==> config.mk <==
export PLATFORM = sky130hd
export DESIGN_NAME = cfg_idx_port
export DESIGN_NICKNAME = d
export VERILOG_FILES = /design/src/rtl/cfg_idx_pkg.sv /design/src/rtl/cfg_idx_decode.sv /design/src/rtl/cfg_idx_regs.sv /design/src/rtl/cfg_idx_port.sv
export SDC_FILE = /design/constraint.sdc
export NUM_CORES = 1
export LEC_CHECK = 0
export BUFFER_PORTS_ARGS = -buffer_cell sky130_fd_sc_hd__buf_4
export CAP_MARGIN = 0
export CORE_ASPECT_RATIO = 0.7
export CORE_MARGIN = 2
export CORE_UTILIZATION = 61
export DETAILED_ROUTE_END_ITERATION = 10
export HOLD_SLACK_MARGIN = 0.1
export PLACE_DENSITY_LB_ADDON = 0.1
export SYNTH_ARGS = -nofsm -noshare
export SYNTH_HDL_FRONTEND = slang
export SYNTH_SLANG_ARGS = --single-unit
export TNS_END_PERCENT = 10
==> constraint.sdc <==
create_clock -name clk -period 8.02 [get_ports clk]
set_clock_uncertainty 0.1 [all_clocks]
set_input_delay 2.406 -clock clk [delete_from_list [all_inputs] [get_ports clk]]
set_output_delay 2.406 -clock clk [all_outputs]
set_load 0.01 [all_outputs]
==> src/rtl/cfg_idx_pkg.sv <==
package cfg_idx_pkg;
    localparam int DW = 8;
    localparam int NREG = 256;
    localparam int AW = $clog2(NREG);

    typedef logic [DW-1:0] byte_t;
    typedef logic [AW-1:0] idx_t;

    typedef enum logic [1:0] {
        OP_NONE = 2'd0,
        OP_PTR  = 2'd1,
        OP_VAL  = 2'd2
    } op_e;

    typedef struct packed {
        op_e   op;
        byte_t data;
    } wreq_t;

    function automatic logic is_writable(idx_t i);
        logic w;
        w = 1'b0;
        if (i >= 8'hE0 && i <= 8'hE3) w = 1'b1;
        if (i >= 8'hE6 && i <= 8'hE8) w = 1'b1;
        if (i >= 8'hEE && i <= 8'hF2) w = 1'b1;
        if (i == 8'hF4 || i == 8'hF6 || i == 8'hF8 || i == 8'hFC) w = 1'b1;
        return w;
    endfunction

    function automatic byte_t reset_val(idx_t i);
        case (i)
            8'hE0: reset_val = 8'h3C;
            8'hE2: reset_val = 8'h03;
            8'hE3: reset_val = 8'hFC;
            8'hE6: reset_val = 8'hDE;
            8'hE7: reset_val = 8'hFE;
            8'hE8: reset_val = 8'hBE;
            default: reset_val = 8'h00;
        endcase
    endfunction
endpackage

==> src/rtl/cfg_idx_decode.sv <==
module cfg_idx_decode
    import cfg_idx_pkg::*;
(
    input  logic  win_en,
    input  logic  sel,
    input  logic  wr,
    input  byte_t wdata,
    output wreq_t req
);
    always_comb begin
        req.data = wdata;
        req.op   = OP_NONE;
        if (win_en && wr) req.op = sel ? OP_VAL : OP_PTR;
    end
endmodule

==> src/rtl/cfg_idx_regs.sv <==
module cfg_idx_regs
    import cfg_idx_pkg::*;
#(
    parameter int BASE = 8'hE0,
    parameter int NUM  = 32
) (
    input  logic  clk,
    input  logic  rst,
    input  wreq_t req,
    input  idx_t  ptr,
    output byte_t rd_val
);
    byte_t store [NUM];

    for (genvar g = 0; g < NUM; g++) begin : g_reg
        localparam idx_t MY = idx_t'(BASE + g);
        if (is_writable(MY)) begin : g_rw
            always_ff @(posedge clk) begin
                if (rst) store[g] <= reset_val(MY);
                else if (req.op == OP_VAL && ptr == MY) store[g] <= req.data;
            end
        end else begin : g_ro
            always_comb store[g] = reset_val(MY);
        end
    end

    always_comb begin
        rd_val = 8'h00;
        if (int'(ptr) >= BASE && int'(ptr) < BASE + NUM)
            rd_val = store[int'(ptr) - BASE];
    end
endmodule

==> src/rtl/cfg_idx_port.sv <==
module cfg_idx_port
    import cfg_idx_pkg::*;
(
    input  logic       clk,
    input  logic       rst,
    input  logic       win_en,
    input  logic       sel,
    input  logic       wr,
    input  logic       rd,
    input  logic [7:0] wdata,
    output logic [7:0] rdata
);
    wreq_t req;
    idx_t  ptr_q;
    byte_t reg_val;

    cfg_idx_decode u_dec (
        .win_en(win_en), .sel(sel), .wr(wr), .wdata(wdata), .req(req)
    );

    always_ff @(posedge clk) begin
        if (rst) ptr_q <= '0;
        else if (req.op == OP_PTR) ptr_q <= req.data;
    end

    cfg_idx_regs #(.BASE(8'hE0), .NUM(32)) u_regs (
        .clk(clk), .rst(rst), .req(req), .ptr(ptr_q), .rd_val(reg_val)
    );

    always_comb begin
        if (!win_en)      rdata = 8'hFF;
        else if (!rd)     rdata = 8'h00;
        else if (!sel)    rdata = ptr_q;
        else if (ptr_q == 8'h00) rdata = 8'h00;
        else              rdata = reg_val;
    end
endmodule


## Yosys cells after proc, flatten, opt, wreduce, memory -nomap -nowiden

Index checks and enable logic that the tools add are counted.

- Flip-flop bits (word level): 136

- Add/subtract/negate cells: 1
- $lt $le $gt $ge: 2
- Equal/unequal tests: 18
- Muxes and demuxes: 10
- Bitwise logic cells: 1
- Reductions and logical operators: 18

Operator list:

| kind | number |
|---|---|
| == test 8 bit (second input constant) | 16 |
| two-way mux 8 bit | 7 |
| binary-select mux 8 bit (select 5 bit) | 1 |
| greater-or-equal comparator 32 x 6 -> 1 bit (second input constant) | 1 |
| NOT 32 bit | 1 |
| logical AND 1 bit | 17 |
| subtractor 8 x 8 -> 9 bit (second input constant) | 1 |
| greater-or-equal comparator 8 bit (second input constant) | 1 |
| zero test 8 bit | 1 |
| two-way mux 2 bit | 2 |
| == test 2 x 1 -> 1 bit (second input constant) | 1 |
| == test 2 bit (second input constant) | 1 |

## Longest topological paths before layout

Gate-level depths: netlist (run 1).

- Depth in word-level cells: 10
- Gate-level depth with buffers: 8
- Depth with buffers taken out: 5

## Cells and area by module

From an unflattened synthesis (run 1), not the netlist that was laid out.

- Cell total of the unflattened synthesis: 653
- Area, all modules: 6536.3 sq um

Modules (own cells, without submodules):

| module | instances | cells each | area an instance (sq um) |
|---|---|---|---|
| cfg_idx_regs | 1 | 600 | 6034.5 |
| cfg_idx_port | 1 | 43 | 425.4 |
| cfg_idx_decode | 1 | 10 | 76.3 |

## Worst setup path before layout (run 1)

OpenSTA, ideal clock, no wires.

- Path kind: input to output
- Start: input rd
- End: output rdata[7]
- Arrival time: 3.401 ns
- Data required time: 5.514 ns
- Slack: 2.113 ns
- Stages: 6
- Buffers on the path: 1
- Path through: nor2b_1 -> clkbuf_1 -> nand2_1 -> o2111ai_1 -> a2111oi_0 -> a31oi_1

- Cells in the longest elaborated chain, start to end: 2

Ends and longest elaborated chain:

| item | RTL line | RTL |
|---|---|---|
| start, declared | cfg_idx_port.sv:9 | `input logic rd,` |
| two-way mux 8 bit | cfg_idx_port.sv:32 | `else if (!rd) rdata = 8'h00;` |
| two-way mux 8 bit | cfg_idx_port.sv:31 | `if (!win_en) rdata = 8'hFF;` |
| end, declared | cfg_idx_port.sv:11 | `output logic [7:0] rdata` |

No other way between the ends.

## Worst setup path in the final report (run 1)

- Start: input rd
- End: output rdata[5]

Same word-level chain as after synthesis.

==> impl_results.md, run 1 <==
* Outcome: finished clean
* Ys flop type: dfxtp_1
* Resized cells post-CTS at 0
* Final Slew Violations at 0
* Post-Syn Instances at 731
* Clk_lat worst skew at 0.41 ns
* Least-Margin Pin Slew at 1.11 ns
* Via count at 5475
* Post-CTS setup buffers at 0
* CP Launch Type: input port
* Setup WS pre-CTS at 1.50 ns
* Final worst slack at 1.37 ns
* Final wirelength at 17700 µm
* Initial DRC count at 674
* Synth unique cells at 57
* Root buffer cell: clkbuf_16
* Setup violators final at 0
* Worst Hold Depth at 2
* Seq cells post-synth at 136
* Worst EP arrival at 4.14 ns
* GPL Wtd Cong at 0.911
* Die X at 125 µm
* Tmin final at 6.65 ns
* Vias per cell at 6.40
* CP max FO at 12
* Post-route clock period utilization at 82.9%
* Synth warn at 0
* Total of fill cells in the finished design at 782
* Final hold vios at 0
* CTS tree: done
* CORE AREA at 9870 µm²
* Die height at 89.0 µm
* Starting density of the core at 63.7%
* Hold-fix buffers at CTS at 0
* CTS Sinks at 136
* Unrepaired setup endpoints after global routing: no
* Share of cells above drive strength 1 at 11.7%
* Post-route cell area at 7020 µm²
* FFs w/ async S/R, synth at 0%
* Number of synthesized flops with an enable pin at 0
* Hold Path Class: reg -> reg
* VDD IR-drop max at 0.170 mV
* Full die area at 11200 µm²
* P&R area growth vs syn at 11.6%
* Yosys top cell by area: dfxtp_1
* Synthesized area at 6290 µm²
* Post-place instance area at 6390 µm²
* Maxcap violations at 0
* # IOs at 22
* Dpl hpwl at 11600 µm
* FF-to-FF path depth at 6
* First-pass GRT wire length at 27500 µm
* Gr ovfl total at 0
* Pleak at 2.41 nW
* Fin Hold WS at 0.355 ns
* Top cell type's share of synthesized area at 43.3%
* H-tree depth at 4
* Syn avg cell area at 8.61 µm²
* Synth top area cells: dfxtp_1 43%, mux2i_1 14%, nand2_1 6.6%
* ANT nets after route at 0
* Post-route DRC at 0
* Critical setup path kind: in -> out
* Post-Syn Nets at 745
* Largest net degree at the start of global routing at 76
* Fmax at 150 MHz
* Nets at 728
* Seq/Total Area, Yosys at 43.3%
* Worst-path clk slew at 0.06 ns
* Port Buf Inserts at 21
* Number of global-route vias before repair at 4954
* Drt pass-1 iters at 5
* CTS Buffer Depth at 2
* Cell Pwr Density at 226 nW/µm²
* TritonCTS buffer count at 17
* Critical Path RT at 5.51 ns
* TNS Setup at 0 ns
* Setup crit end kind: output port
* Inserted Diodes at 0
* Routed wire per std cell at 20.8 µm
* Total Power at 1.58 mW
* Gr usage total at 32.4%
* Relative slew slack at 25.9%
* Std cell rows at 30
* Initial antenna violation count at 0
-- sequential cells by signal (all words and copies together), names as in the netlist --
register,flops
ptr_q,8
u_regs.store,128
-- cell families (layout without fill, tap and decap cells) --
group / count (synthesis) / in the layout / synth area share, %
DFF: 136 / 136 / 43.3
muxes: 100 / 100 / 17.2
buffers and inverters: 66 / 62 / 4.63
and+or+nand+nor: 295 / 295 / 21.7
AOI/OAI and AO/OA: 134 / 134 / 13.2
-- report_power, final --
part	switching, mW	internal, mW	total (mW)
logic	0.0571	0.0239	0.0810
clock network	0.304	0.518	0.823
registers	0.00396	0.677	0.681
-- cells in the final DEF (no fill, tap or decap), types with 9 or more instances in the layout --
master | Yosys | routed
dfxtp_1 | 136 | 134
nand2_1 | 111 | 111
mux2i_1 | 90 | 90
a21oi_1 | 82 | 82
nor2_1 | 79 | 79
nand3_1 | 31 | 31
buf_4 | 3 | 28
nor3_1 | 24 | 23
clkbuf_16 | 0 | 17
nor2b_1 | 9 | 9
-- area by class of cell --
cell class	instances	area [µm²]	share of cell area (%)
inverters	2	7.51	0.107
multi-input cells	529	3290	46.8
repair buffers	28	210	2.99
flip-flops and latches	136	2730	38.8
clock inverters	12	163	2.32
clock buffers	20	467	6.65
well taps	128	160	2.28
-- critical path: stages --
cell and delay (ns):
buf_4 0.11, nor2b_1 0.66, a21oi_1 0.14, o21ai_0 0.14
o22ai_1 0.11, a211oi_1 0.37, buf_4 0.20
-- synthesized netlist by cell type (all sizes together) (2+ instances only) --
cell / n
nor2: 80
a2bb2oi: 2
a21oi: 82
o21ai: 4
a211o: 6
a32oi: 4
and3: 2
nand3: 32
nor3b: 2
nor2b: 9
nand3b: 8
mux2i: 90
inv: 2
o221ai: 3
a22oi: 2
dfxtp: 136
a221oi: 3
o211ai: 4
nand2b: 6
nor3: 28
a211oi: 2
o2bb2ai: 2
o311ai: 2
or2: 2
a31oi: 2
nand2: 111
mux2: 4
o22ai: 5
clkbuf: 38
a31o: 2
o32a: 2
and2: 5
nand4: 3
buf: 26
or3: 2
mux4: 6
-- layer usage --
metal  share of wire, %  GRT usage, %  up-vias  wire length, µm
li1                   -             -     2538                -
met1                 46          46.7     2659             8170
met2                 43          47.8      251             7650
met3                9.3          8.44       27             1660
met4                1.5          10.7        0              262
met5                  0             0        -                0
-- worst paths after layout --
check                                      start               end  slack, ns
worst max-delay path                          rd          rdata[5]       1.37
worst min-delay path            u_regs.store[58]  u_regs.store[58]       0.35
worst max register to register          ptr_q[1]  u_regs.store[61]       4.99
worst min register to register  u_regs.store[58]  u_regs.store[58]       0.35
-- stage by stage --
step	utilization, %	std cells
2_1_floorplan	-	731
5_1_grt	71.1	855
3_5_place_dp	64.8	823
4_1_cts	71.1	855
6_report	71.1	855
3_3_place_gp	64.8	823
(Power assumes the default switching activity.)
==> run 2, diff against run 1 <==
==> constraint.sdc (replaced) <==
create_clock -name clk -period 6.7 [get_ports clk]
set_clock_uncertainty 0.1 [all_clocks]
set_input_delay 2.01 -clock clk [delete_from_list [all_inputs] [get_ports clk]]
set_output_delay 2.01 -clock clk [all_outputs]
set_load 0.01 [all_outputs]
==> run 2 against run 1 <==
Compared with the run above: critical path depth is 1 higher; clock power is 7.5% higher; sequential power is 19% higher; flip-flop and latch count stayed put; utilization is 0.65 points lower; total power is 13% higher; largest cell class unchanged; worst setup slack worse by 0.19 ns; critical path type unchanged; first-iteration DRC count is 16% lower; global-route usage is 0.74 points higher; combinational power is 23% higher; clock-buffer cell count is 3 lower.
==> impl_results.md, run 2 (same netlist as run 1, synthesis figures left out) <==
* Outcome: finished clean
* Top Usage Layer GRT: met2
* Starting density of the core at 63.7% (unchanged)
* First-pass GRT wire length at 28200 µm (+2.5%)
* Setup violators final at 0 (unchanged)
* P_sw at 0.470 mW (+28%)
* Critical setup path kind: in -> out
* Routed wire per std cell at 20.9 µm (+0.71%)
* VDD IR-drop max at 0.265 mV (+56%)
* Post-route clock period utilization at 82.4%
* CTS tree: done
* Post-route DRC at 0 (unchanged)
* Worst-path clk slew at 0.06 ns (about the same)
* P&R area growth vs syn at 10.6%
* Most frequent CP cell: buf_4
* Switch share at 26.1% (+3.1 points)
* Number of global-route vias before repair at 5085 (+2.6%)
* Drt pass-1 iters at 7 (+2)
* CORE AREA at 9870 µm² (unchanged)
* Least-Margin Pin Slew at 1.07 ns (-0.0357 ns)
* Inserted Diodes at 0 (unchanged)
* # IOs at 22 (unchanged)
* Clk_lat worst skew at 0.41 ns (about the same)
* Setup crit end kind: output port
* Most common cell after layout, fill and taps aside: dfxtp_1
* CP bufs+invs at 3 (+1)
* Std cell rows at 30 (unchanged)
* Slowest-stage cell, CP: a2111oi_0
* Fmax at 181 MHz
* H-tree depth at 4 (unchanged)
* Grt met1 use at 45.9% (-0.85 points)
* Non-Filler Instances at 856 (+0.12%)
* Met2 GRT Util at 49.8% (+2.0 points)
* Final hold vios at 0 (unchanged)
* Root buffer cell: clkbuf_16
* CTS Buffer Depth at 2 (unchanged)
* Clock share of power at 49.2% (-2.7 points)
* Full die area at 11200 µm² (unchanged)
* Worst EP arrival at 3.41 ns (-0.73 ns)
* Gr ovfl total at 0 (unchanged)
* Reg with most FFs: u_regs.store
* TNS Setup at 0 ns (unchanged)
* Relative slew slack at 28.3% (+2.4 points)
* Largest net degree at the start of global routing at 103 (+36%)
* Critical path cell sequence: buf_4, nor2b_1, buf_4, nand2_1, o2111ai_1, a2111oi_0, a31oi_1, buf_4
* Fin Hold WS at 0.354 ns (-0.000713 ns)
* Post-route cell area at 6960 µm² (-0.91%)
* Nets at 729 (+0.14%)
* Post-place instance area at 6400 µm² (+0.12%)
* Maxcap violations at 0 (unchanged)
* Post-CTS setup buffers at 0 (unchanged)
* Tmin final at 5.52 ns
* ANT nets after route at 0 (unchanged)
* Gr usage total at 33.1% (+0.74 points)
* TritonCTS buffer count at 17 (unchanged)
* Unrepaired setup endpoints after global routing: no
* Most frequent cells in the layout: 134 x dfxtp_1, 111 x nand2_1, 90 x mux2i_1, 82 x a21oi_1, 79 x nor2_1
* Port Buf Inserts at 21 (unchanged)
* Final wirelength at 17900 µm (+0.83%)
* CP Launch Type: input port
* Met3 global-route usage at 10.4% (+2.0 points)
* Initial antenna violation count at 0 (unchanged)
* Placed cells at 824 (+0.12%)
* Vias per cell at 6.38 (-0.35%)
* Max reg flops at 128 (unchanged)
* Largest stage delay, worst path at 0.45 ns (-0.21 ns)
* Delay-heaviest family, CP: compound AO/OA/AOI/OAI gates
* Comb pwr share at 5.5% (+0.4 points)
* Die X at 125 µm (unchanged)
* GPL Wtd Cong at 0.919 (+0.88%)
* Top Registers: u_regs.store (128), ptr_q (8)
* Initial DRC count at 567 (-16%)
* Hold Path Class: reg -> reg
* Dpl hpwl at 11600 µm (-0.43%)
* Die height at 89.0 µm (unchanged)
* CTS Sinks at 136 (unchanged)
* Share of total power in sequential cells at 45.2% (+2.2 points)
* Critical Path RT at 4.59 ns (-0.92 ns)
* CP max FO at 12 (unchanged)
* Hold-fix buffers at CTS at 0 (unchanged)
* Via count at 5462 (-0.24%)
* Cell Pwr Density at 258 nW/µm² (+14%)
* Final Slew Violations at 0 (unchanged)
* Resized cells post-CTS at 0 (unchanged)
* Power Internal at 1.33 mW (+8.9%)
* Share of cells above drive strength 1 at 11.8% (+0.12 points)
* Pleak at 2.39 nW (-0.91%)
## run 2: area by class of cell
class	count	area, µm²
timing repair buffer	29	218
tap	128	160
multi-input combinational	529	3290
fill	783	2910
sequential	136	2730
inverter	2	7.51
clock buffer	17	425
clock inverter	15	133
## run 2: power groups by stage
stage                     combinational, mW  clock [mW]  sequential (mW)
after floorplan                      0.0614           0            0.829
after global placement               0.0960           0            0.831
after detailed placement             0.0964           0            0.831
after CTS                            0.0967       0.891            0.813
after global routing                  0.105       0.927            0.813
final                                0.0995       0.885            0.813
## run 2: stage by stage
stage               worst slack, ns  power (mW)  util (%)
floorplan                      1.58       0.891         -
global placement               1.23       0.927      64.8
detailed placement             1.23       0.927      64.8
CTS                            1.22        1.80      70.5
global route                   1.07        1.85      70.5
finish                         1.18        1.80      70.5
## run 2: metal layers
layer,share of wire (%),vias to the layer above
met2,43,277
met5,0,-
met3,10,32
met1,45,2605
met4,2.0,0
li1,-,2548
## run 2: worst paths after layout
check                      end  slack [ns]              from  cells after the start
min reg2reg   u_regs.store[60]        0.35  u_regs.store[60]                      2
min           u_regs.store[60]        0.35  u_regs.store[60]                      2
max reg2reg  u_regs.store[249]        3.68          ptr_q[2]                      6
max                   rdata[7]        1.18                rd                      8
## run 2: tightest hold or removal path, delay by kind of cell, from the launching register on
family / cells / cell delay (ns)
AO/OA/AOI/OAI: 1 / 0.05
flip-flops: 1 / 0.31
AND/OR/NAND/NOR: 1 / 0.05
==> run 3, diff against run 2 <==
==> constraint.sdc (replaced) <==
create_clock -name clk -period 5.6 [get_ports clk]
set_clock_uncertainty 0.1 [all_clocks]
set_input_delay 1.68 -clock clk [delete_from_list [all_inputs] [get_ports clk]]
set_output_delay 1.68 -clock clk [all_outputs]
set_load 0.01 [all_outputs]
==> run 3 against run 2 <==
Compared with the run above: worst hold slack better by 0.0015 ns; highest routed layer unchanged; register-to-register slack worse by 1.1 ns; largest power group unchanged; critical endpoint is now rdata[3]; sequential share of layout area about the same.
==> impl_results.md, run 3 (same netlist as run 1, synthesis figures left out) <==
* CP Launch Type: flop
* Gr ovfl total at 0 (unchanged)
* Slowest-stage cell, CP: nor4b_2
* Hold Path Class: reg -> reg
* Final hold vios at 0 (unchanged)
* Critical setup path kind: reg -> out
* Root buffer cell: clkbuf_16
* VDD IR-drop max at 0.211 mV (-20%)
* CORE AREA at 9870 µm² (unchanged)
* Total of fill cells in the finished design at 742 (-5.2%)
* R2r setup slk at 2.60 ns (-1.08 ns)
* Clk_lat worst skew at 0.42 ns (about the same)
* Cell Pwr Density at 306 nW/µm² (+19%)
* Worst-path clk slew at 0.06 ns (about the same)
* Worst EP arrival at 3.18 ns (-0.23 ns)
* Most common cell after layout, fill and taps aside: dfxtp_1
* Number of global-route vias before repair at 5044 (-0.81%)
* Tmin final at 4.96 ns
* # IOs at 22 (unchanged)
* Largest stage delay, worst path at 1.00 ns (+0.55 ns)
* Least-Margin Pin Slew at 1.09 ns (+0.0131 ns)
* Hold-fix buffers at CTS at 0 (unchanged)
* P&R area growth vs syn at 10.5% (about the same)
* ANT nets after route at 0 (unchanged)
* Min-Delay Endpoint: u_regs.store[238]
* Gr usage total at 33.3% (+0.20 points)
* CTS Buffer Depth at 2 (unchanged)
* Die height at 89.0 µm (unchanged)
* Largest net degree at the start of global routing at 72 (-30%)
* Setup crit end kind: output port
* Most frequent cells in the layout: 134 x dfxtp_1, 111 x nand2_1, 90 x mux2i_1, 82 x a21oi_1, 79 x nor2_1
* Post-route DRC at 0 (unchanged)
* Drt pass-1 iters at 5 (-2)
* Non-Filler Instances at 855 (-0.12%)
* Vias per cell at 6.51 (+2.0%)
* Setup violators final at 0 (unchanged)
* Max reg flops at 128 (unchanged)
* Relative slew slack at 27.4% (-0.87 points)
* First-pass GRT wire length at 28000 µm (-0.76%)
* Starting density of the core at 63.7% (unchanged)
* Initial antenna violation count at 0 (unchanged)
* Placed cells at 825 (+0.12%)
* Std cell rows at 30 (unchanged)
* Fin Hold WS at 0.355 ns (+0.00155 ns)
* Via count at 5566 (+1.9%)
* Worst Hold Depth at 2 (unchanged)
* Reg with most FFs: u_regs.store
* Delay-heaviest family, CP: simple AND/OR/NAND/NOR gates
* Nets at 730 (+0.14%)
* Fmax at 202 MHz
* Share of cells above drive strength 1 at 11.7% (-0.12 points)
* CTS tree: done
* FF-to-FF Start: ptr_q[2]
* Finished Core Util at 70.4% (about the same)
* Pleak at 2.38 nW (-0.52%)
* Post-route clock period utilization at 88.6%
* Resized cells post-CTS at 0 (unchanged)
* Dpl hpwl at 11800 µm (+2.3%)
* Outcome: finished clean
* FF-to-FF path depth at 5 (-1)
* TNS Setup at 0 ns (unchanged)
* CTS Sinks at 136 (unchanged)
* Initial DRC count at 693 (+22%)
* Worst reg2reg endpoint: u_regs.store[249]
* Inserted Diodes at 0 (unchanged)
* Post-CTS setup buffers at 0 (unchanged)
* Full die area at 11200 µm² (unchanged)
* Die X at 125 µm (unchanged)
* Port Buf Inserts at 21 (unchanged)
* Critical Path RT at 3.82 ns (-0.77 ns)
* Routed wire per std cell at 21.2 µm (+1.3%)
* Final wirelength at 18100 µm (+1.2%)
* Critical path cell sequence: nor4b_2, a21oi_1, a31o_2, a32oi_1, buf_4
* Hold path start: u_regs.store[238]
* GPL Wtd Cong at 0.919 (about the same)
* Maxcap violations at 0 (unchanged)
* TritonCTS buffer count at 17 (unchanged)
* Unrepaired setup endpoints after global routing: no
* H-tree depth at 4 (unchanged)
* CP max FO at 20 (+8)
* CP bufs+invs at 1 (-2)
* Final Slew Violations at 0 (unchanged)
* Top Registers: u_regs.store (128), ptr_q (8)
==> run 3: metrics by stage <==
stage | setup slack [ns] | area, µm² | total power [mW]
floorplan | 1.14 | 6290 | 1.07
global placement | 0.798 | 6410 | 1.11
detailed placement | 0.779 | 6410 | 1.11
CTS | 0.772 | 6950 | 2.13
global route | 0.578 | 6950 | 2.18
finish | 0.641 | 6950 | 2.13
==> run 3: worst max path at each step <==
stage / startpoint / endpoint / slack (ns) / depth (start not counted)
after floorplan: rd / rdata[7] / 1.14 / 6
after global routing: ptr_q[1] / rdata[5] / 0.58 / 6
after global placement: rd / rdata[5] / 0.80 / 8
after detailed placement: rd / rdata[5] / 0.78 / 8
final: ptr_q[2] / rdata[3] / 0.64 / 5
after CTS: rd / rdata[5] / 0.77 / 8
==> run 3: metal layers <==
metal | wire length [µm] | GRT usage (%) | vias to the layer above
met3 | 1930 | 9.87 | 44
li1 | - | - | 2537
met4 | 425 | 11.9 | 0
met2 | 7870 | 49.5 | 298
met5 | 0 | 0 | -
met1 | 7880 | 46.9 | 2687
==> run 3: power by group <==
part | leakage [nW] | switching (mW) | internal [mW]
clock | 0.259 | 0.423 | 0.614
combinational | 1.02 | 0.0788 | 0.0353
sequential | 1.10 | 0.00923 | 0.970
==> run 3: cell type report <==
class / instances / area (µm²) / share of cell area [%]
well taps: 128 / 160 / 2.30
flip-flops and latches: 136 / 2730 / 39.2
clock inverters: 12 / 106 / 1.53
multi-input cells: 529 / 3290 / 47.3
clock buffers: 18 / 439 / 6.32
repair buffers: 30 / 225 / 3.24
inverters: 2 / 7.51 / 0.108
==> run 3: tightest hold or removal path, delay by kind of cell (launching register included) <==
family	cells	cell delay (ns)
and+or+nand+nor	1	0.05
DFF	1	0.31
AOI/OAI and AO/OA	1	0.05
